==> config.mk <==
export PLATFORM = sky130hd
export DESIGN_NAME = lldma_engine
export DESIGN_NICKNAME = d
export VERILOG_FILES = /design/src/rtl/lldma_pkg.sv /design/src/rtl/lldma_addr_step.sv /design/src/rtl/lldma_word_count.sv /design/src/rtl/lldma_engine.sv
export SDC_FILE = /design/constraint.sdc
export NUM_CORES = 1
export LEC_CHECK = 0
export ABC_AREA = 1
export BUFFER_PORTS_ARGS = -buffer_cell sky130_fd_sc_hd__buf_4
export CAP_MARGIN = 40
export CORE_MARGIN = 5
export CORE_UTILIZATION = 41
export CTS_BUF_LIST = sky130_fd_sc_hd__clkbuf_2 sky130_fd_sc_hd__clkbuf_4 sky130_fd_sc_hd__clkbuf_8
export CTS_CLUSTER_DIAMETER = 100
export CTS_CLUSTER_SIZE = 16
export DETAILED_ROUTE_END_ITERATION = 8
export GPL_TIMING_DRIVEN = 0
export PLACE_DENSITY = 0.69
export SETUP_SLACK_MARGIN = 0.4
export SYNTH_ARGS = -nofsm -noshare
export SYNTH_HDL_FRONTEND = slang
export SYNTH_HIERARCHICAL = 1
export SYNTH_SLANG_ARGS = --single-unit
==> constraint.sdc <==
create_clock -name clk -period 2.5 [get_ports clk]
set_input_delay 0.125 -clock clk [delete_from_list [all_inputs] [get_ports clk]]
set_output_delay 0.125 -clock clk [all_outputs]
set_load 0.1 [all_outputs]
==> src/rtl/lldma_pkg.sv <==
// Shared types for the chained DMA channel.
// Assumes nothing beyond the users importing it.
package lldma_pkg;

    // Pointer step selection carried in the control word.
    typedef enum logic [1:0] {
        STEP_HOLD = 2'b00,
        STEP_UP   = 2'b01,
        STEP_DOWN = 2'b10,
        STEP_RSVD = 2'b11
    } step_mode_t;

    // Channel sequencer states.
    typedef enum logic [3:0] {
        ST_IDLE,
        ST_FETCH,
        ST_CHECK,
        ST_WAIT,
        ST_READ,
        ST_WRITE,
        ST_STAT,
        ST_WBACK,
        ST_FINISH
    } eng_state_t;

endpackage

==> src/rtl/lldma_addr_step.sv <==
// Computes the address after one word transfer for a given step mode.
// Assumes the caller applies the result only when a word completes.
module lldma_addr_step
    import lldma_pkg::*;
#(
    parameter int AW   = 32,
    parameter int STEP = 4
) (
    input  logic [AW-1:0] cur_addr,
    input  step_mode_t    mode,
    output logic [AW-1:0] nxt_addr,
    output logic          rsvd
);
    localparam logic [AW-1:0] STEP_V = AW'(STEP);

    // Select the stepped address; the reserved code behaves as hold.
    always_comb begin
        rsvd = 1'b0;
        unique case (mode)
            STEP_UP:   nxt_addr = cur_addr + STEP_V;
            STEP_DOWN: nxt_addr = cur_addr - STEP_V;
            STEP_RSVD: begin
                nxt_addr = cur_addr;
                rsvd     = 1'b1;
            end
            default:   nxt_addr = cur_addr;
        endcase
    end
endmodule

==> src/rtl/lldma_word_count.sv <==
// Remaining-word counter for one buffer.
// Assumes load and dec are never high in the same cycle.
module lldma_word_count #(
    parameter int CW = 16
) (
    input  logic          clk,
    input  logic          rst_n,
    input  logic          load,
    input  logic [CW-1:0] load_val,
    input  logic          dec,
    output logic          last,
    output logic          zero
);
    logic [CW-1:0] remaining;

    // Hold the number of words still to move in the current buffer.
    always_ff @(posedge clk) begin
        if (!rst_n)    remaining <= '0;
        else if (load) remaining <= load_val;
        else if (dec)  remaining <= remaining - CW'(1);
    end

    // Flag the final word and the empty buffer.
    always_comb begin
        last = (remaining == CW'(1));
        zero = (remaining == '0);
    end
endmodule

==> src/rtl/lldma_engine.sv <==
// Chained buffer-descriptor DMA channel: fetches four-word descriptors,
// moves words gated by the peripheral, strobes the command byte, collects
// status on end-of-frame buffers and writes it back, then chains or stops.
// Assumes a memory that holds each request until it returns mem_ack with
// read data in the same cycle, and DW == CW + 8 + FW.
module lldma_engine
    import lldma_pkg::*;
#(
    parameter int AW         = 32,
    parameter int DW         = 32,
    parameter int CW         = 16,
    parameter int FW         = 8,
    parameter int WORD_BYTES = 4,
    parameter int LIST_STEP  = 16
) (
    input  logic          clk,
    input  logic          rst_n,
    input  logic          start,
    input  logic [AW-1:0] start_addr,
    output logic          busy,
    output logic          irq,
    output logic          err,
    output logic          mem_req,
    output logic          mem_we,
    output logic [AW-1:0] mem_addr,
    output logic [DW-1:0] mem_wdata,
    input  logic          mem_ack,
    input  logic [DW-1:0] mem_rdata,
    input  logic          per_req,
    output logic          per_ack,
    output logic          cmd_valid,
    output logic [FW-1:0] cmd_data,
    output logic          stat_req,
    input  logic          stat_ack,
    input  logic [FW-1:0] stat_data
);
    localparam int SMODE_LSB = CW;
    localparam int DMODE_LSB = CW + 2;
    localparam int IEOB_BIT  = CW + 4;
    localparam int JUMP_BIT  = CW + 5;
    localparam int EOF_BIT   = CW + 6;
    localparam int HALT_BIT  = CW + 7;
    localparam int FIELD_LSB = CW + 8;
    localparam int NPTR      = 2;

    eng_state_t    state;
    logic [AW-1:0] list_addr;
    logic [DW-1:0] ctrl_q;
    logic [AW-1:0] next_q;
    logic [DW-1:0] hold_q;
    logic [1:0]    fidx;
    logic          first_q;

    logic [AW-1:0] ptr_q   [NPTR];
    logic [AW-1:0] ptr_nxt [NPTR];
    step_mode_t    ptr_mode[NPTR];
    logic          ptr_rsvd[NPTR];

    logic cnt_load, cnt_dec, cnt_last, cnt_zero;

    // Source (0) and destination (1) pointers share one stepper design.
    for (genvar p = 0; p < NPTR; p++) begin : g_ptr
        assign ptr_mode[p] = step_mode_t'(ctrl_q[SMODE_LSB + 2*p +: 2]);
        lldma_addr_step #(.AW(AW), .STEP(WORD_BYTES)) u_step (
            .cur_addr (ptr_q[p]),
            .mode     (ptr_mode[p]),
            .nxt_addr (ptr_nxt[p]),
            .rsvd     (ptr_rsvd[p])
        );
    end

    lldma_word_count #(.CW(CW)) u_cnt (
        .clk      (clk),
        .rst_n    (rst_n),
        .load     (cnt_load),
        .load_val (ctrl_q[CW-1:0]),
        .dec      (cnt_dec),
        .last     (cnt_last),
        .zero     (cnt_zero)
    );

    // Counter is loaded when a descriptor is checked and counts written words.
    always_comb begin
        cnt_load = (state == ST_CHECK);
        cnt_dec  = (state == ST_WRITE) && mem_ack;
    end

    // Drive the memory master port from the current state.
    always_comb begin
        mem_req   = 1'b0;
        mem_we    = 1'b0;
        mem_addr  = list_addr;
        mem_wdata = ctrl_q;
        unique case (state)
            ST_FETCH: begin
                mem_req  = 1'b1;
                mem_addr = list_addr + AW'(fidx) * AW'(WORD_BYTES);
            end
            ST_READ: begin
                mem_req  = 1'b1;
                mem_addr = ptr_q[0];
            end
            ST_WRITE: begin
                mem_req   = 1'b1;
                mem_we    = 1'b1;
                mem_addr  = ptr_q[1];
                mem_wdata = hold_q;
            end
            ST_WBACK: begin
                mem_req = 1'b1;
                mem_we  = 1'b1;
            end
            default: ;
        endcase
    end

    // Status-side and visible flags that follow the state directly.
    always_comb begin
        busy     = (state != ST_IDLE);
        stat_req = (state == ST_STAT);
        cmd_data = ctrl_q[FIELD_LSB +: FW];
    end

    // Main sequencer: fetch, transfer, status, write-back, chain or stop.
    always_ff @(posedge clk) begin
        if (!rst_n) begin
            state     <= ST_IDLE;
            list_addr <= '0;
            ctrl_q    <= '0;
            next_q    <= '0;
            hold_q    <= '0;
            fidx      <= '0;
            first_q   <= 1'b0;
            ptr_q[0]  <= '0;
            ptr_q[1]  <= '0;
            irq       <= 1'b0;
            err       <= 1'b0;
            per_ack   <= 1'b0;
            cmd_valid <= 1'b0;
        end else begin
            irq       <= 1'b0;
            per_ack   <= 1'b0;
            cmd_valid <= 1'b0;
            unique case (state)
                ST_IDLE: if (start) begin
                    list_addr <= start_addr;
                    fidx      <= '0;
                    state     <= ST_FETCH;
                end
                ST_FETCH: if (mem_ack) begin
                    unique case (fidx)
                        2'd0: ctrl_q   <= mem_rdata;
                        2'd1: ptr_q[0] <= mem_rdata[AW-1:0];
                        2'd2: ptr_q[1] <= mem_rdata[AW-1:0];
                        default: next_q <= mem_rdata[AW-1:0];
                    endcase
                    fidx <= fidx + 2'd1;
                    if (fidx == 2'd3) state <= ST_CHECK;
                end
                ST_CHECK: begin
                    first_q <= 1'b1;
                    if (ptr_rsvd[0] || ptr_rsvd[1]) err <= 1'b1;
                    if (ctrl_q[CW-1:0] != '0) state <= ST_WAIT;
                    else if (ctrl_q[EOF_BIT]) state <= ST_STAT;
                    else                      state <= ST_FINISH;
                end
                ST_WAIT: if (per_req) state <= ST_READ;
                ST_READ: if (mem_ack) begin
                    hold_q <= mem_rdata;
                    state  <= ST_WRITE;
                end
                ST_WRITE: if (mem_ack) begin
                    per_ack   <= 1'b1;
                    cmd_valid <= first_q;
                    first_q   <= 1'b0;
                    ptr_q[0]  <= ptr_nxt[0];
                    ptr_q[1]  <= ptr_nxt[1];
                    if (!cnt_last && !cnt_zero) state <= ST_WAIT;
                    else if (ctrl_q[EOF_BIT])   state <= ST_STAT;
                    else                        state <= ST_FINISH;
                end
                ST_STAT: if (stat_ack) begin
                    ctrl_q[FIELD_LSB +: FW] <= stat_data;
                    state <= ST_WBACK;
                end
                ST_WBACK: if (mem_ack) state <= ST_FINISH;
                ST_FINISH: begin
                    irq       <= ctrl_q[IEOB_BIT];
                    list_addr <= ctrl_q[JUMP_BIT] ? next_q
                                                  : list_addr + AW'(LIST_STEP);
                    fidx      <= '0;
                    state     <= ctrl_q[HALT_BIT] ? ST_IDLE : ST_FETCH;
                end
                default: state <= ST_IDLE;
            endcase
        end
    end
endmodule

==> flow_summary.toml <==
[place]
hpwl_um = 67300
portBuffers = 156
placed_cell_area_um2 = 20100
dp.cells = 3668
gp_congestion = 1.05

[die]
placementRows = 76
coreArea_um2 = 43000
die-area_um2 = 47600
start_util_pct = 41.4
die_h_um = 218
ios = 158
die_w_um = 218

[worst_setup_path]
endpoint_kind = "flop"
slowest_stage = "dfxtp_4"
cpPeakStageDelay_ns = 0.40
critPathLaunch = "ctrl_q[17]"
path_common_cell = "nand2_1"
r2r_slack_ns = -0.18
setup.worst_path.start_class = "flop"
worstRegToRegCells = 20
crit_chain = "ha_4, buf_12, buf_12, nand2_4, inv_2, nor2_4, ha_4, a21oi_4, nor2_1, nand2_1, nand2_4, nand2_2, nand2_4, nand3_2, nand2_1, nand2_1, nand3_2, o21ai_2, nand2_1, o21ai_1"
path_max_fanout = 5
regToRegStartpoint = "ctrl_q[17]"
required_ns = 2.75
critPathTopFamily = "simple AND/OR/NAND/NOR gates"
cp.arrival_ns = 2.93
path_buf_inv = 3
critical_path_class = "reg -> reg"
r2r-end = "ptr_q[0][16]"

[power]
power.density_nw_per_um2 = 691
ir_drop_mv = 1.02
leakage_nw = 12.0

[timing]
finalMaxSlewViolations = 0
hold_viol_final = 0
finalCritPeriodShare_pct = 107
setup_viol_count_final = 49
fmax_mhz = 373
relSlewSlack_pct = 37.6
rsz0062_at_grt = "true"
worst_slack_ns = -0.179
tightest_slew_ns = 0.935
worst_hold_slack_ns = 0.00176
finalCriticalPeriod_ns = 2.68
skew_ns = 0.0703

[synthesis]
yosysWarningCount = 6
synthFlopType = "dfxtp_1"
yosys.area.top_type = "nand2_1"
synth-simple-area-share_pct = 37.9
synthesis.area_um2 = 17800
synth_fp_nets = 3022
synth_top_family_by_area = "simple AND/OR/NAND/NOR gates"
ys_ff_latch = 219
synth-xor-area-share_pct = 2.27
syn_inst = 2926
netlist_top_cells_area = "nand2_1 (20%), dfxtp_1 (17%), edfxtp_1 (11%)"
synthMuxAreaShare_pct = 0
synth_top_area_share_pct = 19.6
synthArstFlopShare_pct = 0
yosysSeqAreaShare_pct = 28.3
avgSynthCellArea_um2 = 6.07
post_synth_num_cell_types = 54
synth-edff-count = 64
synth_adder_area_share_pct = 1.31
synth-compound-area-share_pct = 18.0

[finish]
antennaDiodeCount = 0
fin_cells = 3942
final_area_um2 = 27500
multi_input_area_um2 = 14100
drive_gt1_share_pct = 37.5
seqCellArea_um2 = 5120
final_nets = 3444
nFillCells = 3873
area_growth_pct = 55.0

[global_route]
grt_pass1_vias = 21260
antenna_found_initial = 0
track_usage_pct = 35.6
grt_max_degree = 33
grt_overflow_total = 0
grt_pass1_wl_um = 131000

[cts]
cts_buffers = 18
clockBufferDepth = 3
cts_tree = "built"
root_buffer = "clkbuf_8"
cts_sinks = 219
clock_latency_ns = 0.58
path_clk_slew_ns = 0.12
ctsHtreeMaxLevel = 1

[detailed_routing]
remaining_drc_errors = 0
drtIter0Drc = 2360
wirelength_um = 90900
via_per_inst = 5.72
final_antenna_net_count = 0
first_pass_iters = 6
wl_per_cell_um = 23.1
num_vias = 22531

[min_path]
holdCritPathClass = "in -> reg"
hold_path_end = "list_addr[26]"
whs_path_depth = 5
hp-start = "start_addr[26]"

[run]
maxCapViolCount = 0

[status]
status = "finished with violations"
violations = "setup timing"
==> power breakdown <==
group / internal (mW) / switching, mW
Combinational: 4.07 / 7.98
Clock: 0.913 / 1.34
Sequential: 4.07 / 0.659
Total: 9.05 / 9.98
==> sequential cells by signal (all words and copies together), names as in the netlist, 2 cells and up <==
| signal | count |
|---|---|
| list_addr | 32 |
| fidx | 2 |
| u_cnt/remaining | 16 |
| next_q | 32 |
| ctrl_q | 32 |
| hold_q | 32 |
| ptr_q | 64 |
| state | 4 |
==> layer usage <==
layer  GRT usage, %  up-vias  part of all wire, %
li1               -    10309                    -
met1           48.2    10623                   39
met2           56.9     1314                   45
met3           5.80      285                   10
met4           14.4        0                  5.8
met5              0        -                    0
==> synthesized netlist by cell type, types with 13 or more instances <==
cell      count
dfxtp_1     155
buf_2        24
a31oi_1      17
nand4_1      47
inv_2        25
nor2_1      216
nor2_2       40
nand3_1     229
ha_1         17
xnor2_1      15
nand2_2      38
o21ai_1      34
inv_1       344
a22o_1       16
edfxtp_1     64
o21bai_1     13
buf_6        14
xor2_1       21
clkbuf_1     79
buf_4        15
nor2_4       22
o21ai_0     221
nand2_1     930
a21oi_1     230
==> worst max-delay path by stage <==
stage	end	slack [ns]	cells past startpoint
after floorplan	mem_wdata[10]	-0.05	7
after global placement	ptr_q[0][30]	-0.55	13
after detailed placement	ptr_q[0][30]	-0.53	13
after CTS	mem_addr[6]	-0.15	7
after global routing	ptr_q[0][16]	-0.29	20
final	ptr_q[0][16]	-0.18	20
==> tightest hold or removal path, delay by kind of cell <==
family / cells / cell delay, ns
and+or+nand+nor: 2 / 0.14
buffers and inverters: 1 / 0.08
AOI/OAI and AO/OA: 2 / 0.21
==> cells in the final DEF, fill, tap and decap left out, types with 70 or more instances in the layout <==
master / n
buf_4: 215
nand2_4: 70
nand2_2: 208
nor2_4: 98
a21oi_1: 184
dfxtp_1: 122
nand2_1: 684
inv_1: 304
nor2_1: 120
nand3_1: 159
buf_12: 87
dlygate4sd3_1: 71
o21ai_0: 129
==> layout make-up <==
type                            instances  share of cell area, %
Buffer                                141                   4.53
Clock buffer                           25                   1.11
Clock inverter                          4                  0.195
Inverter                              372                   5.41
Multi-Input combinational cell       2194                   51.2
Sequential cell                       219                   18.6
Tap cell                              585                   2.66
Timing Repair Buffer                  402                   16.4
==> repair_timing <==
item,in CTS,in global routing
buffers inserted,117,46
gates resized for setup,799,458
endpoints found under the setup margin,225,211
hold buffers,71,0
cloned,9,2
pin swaps,202,231
endpoints found under the hold margin,139,0
==> kinds of logic (layout without fill, tap and decap cells) <==
family | after synthesis | after routing
AND/OR/NAND/NOR | 1554 | 1554
AO/OA/AOI/OAI | 582 | 582
buffers and inverters | 513 | 944
adder cells (fa/ha/maj) | 18 | 18
XOR/XNOR | 40 | 40
flip-flops | 219 | 219
==> through the flow <==
| stage | util (%) | setup WS (ns) | setup TNS (ns) | power [mW] |
|---|---|---|---|---|
| 2_1_floorplan | - | -0.0479 | -1.48 | 10.8 |
| 4_1_cts | 59.0 | -0.148 | -2.25 | 17.8 |
| 3_3_place_gp | 46.8 | -0.545 | -34.14 | 13.3 |
| 5_1_grt | 64.1 | -0.285 | -8.16 | 19.6 |
| 6_report | 64.1 | -0.179 | -2.76 | 19.0 |
| 3_5_place_dp | 46.8 | -0.525 | -24.57 | 13.3 |
(Power assumes the default switching activity.)
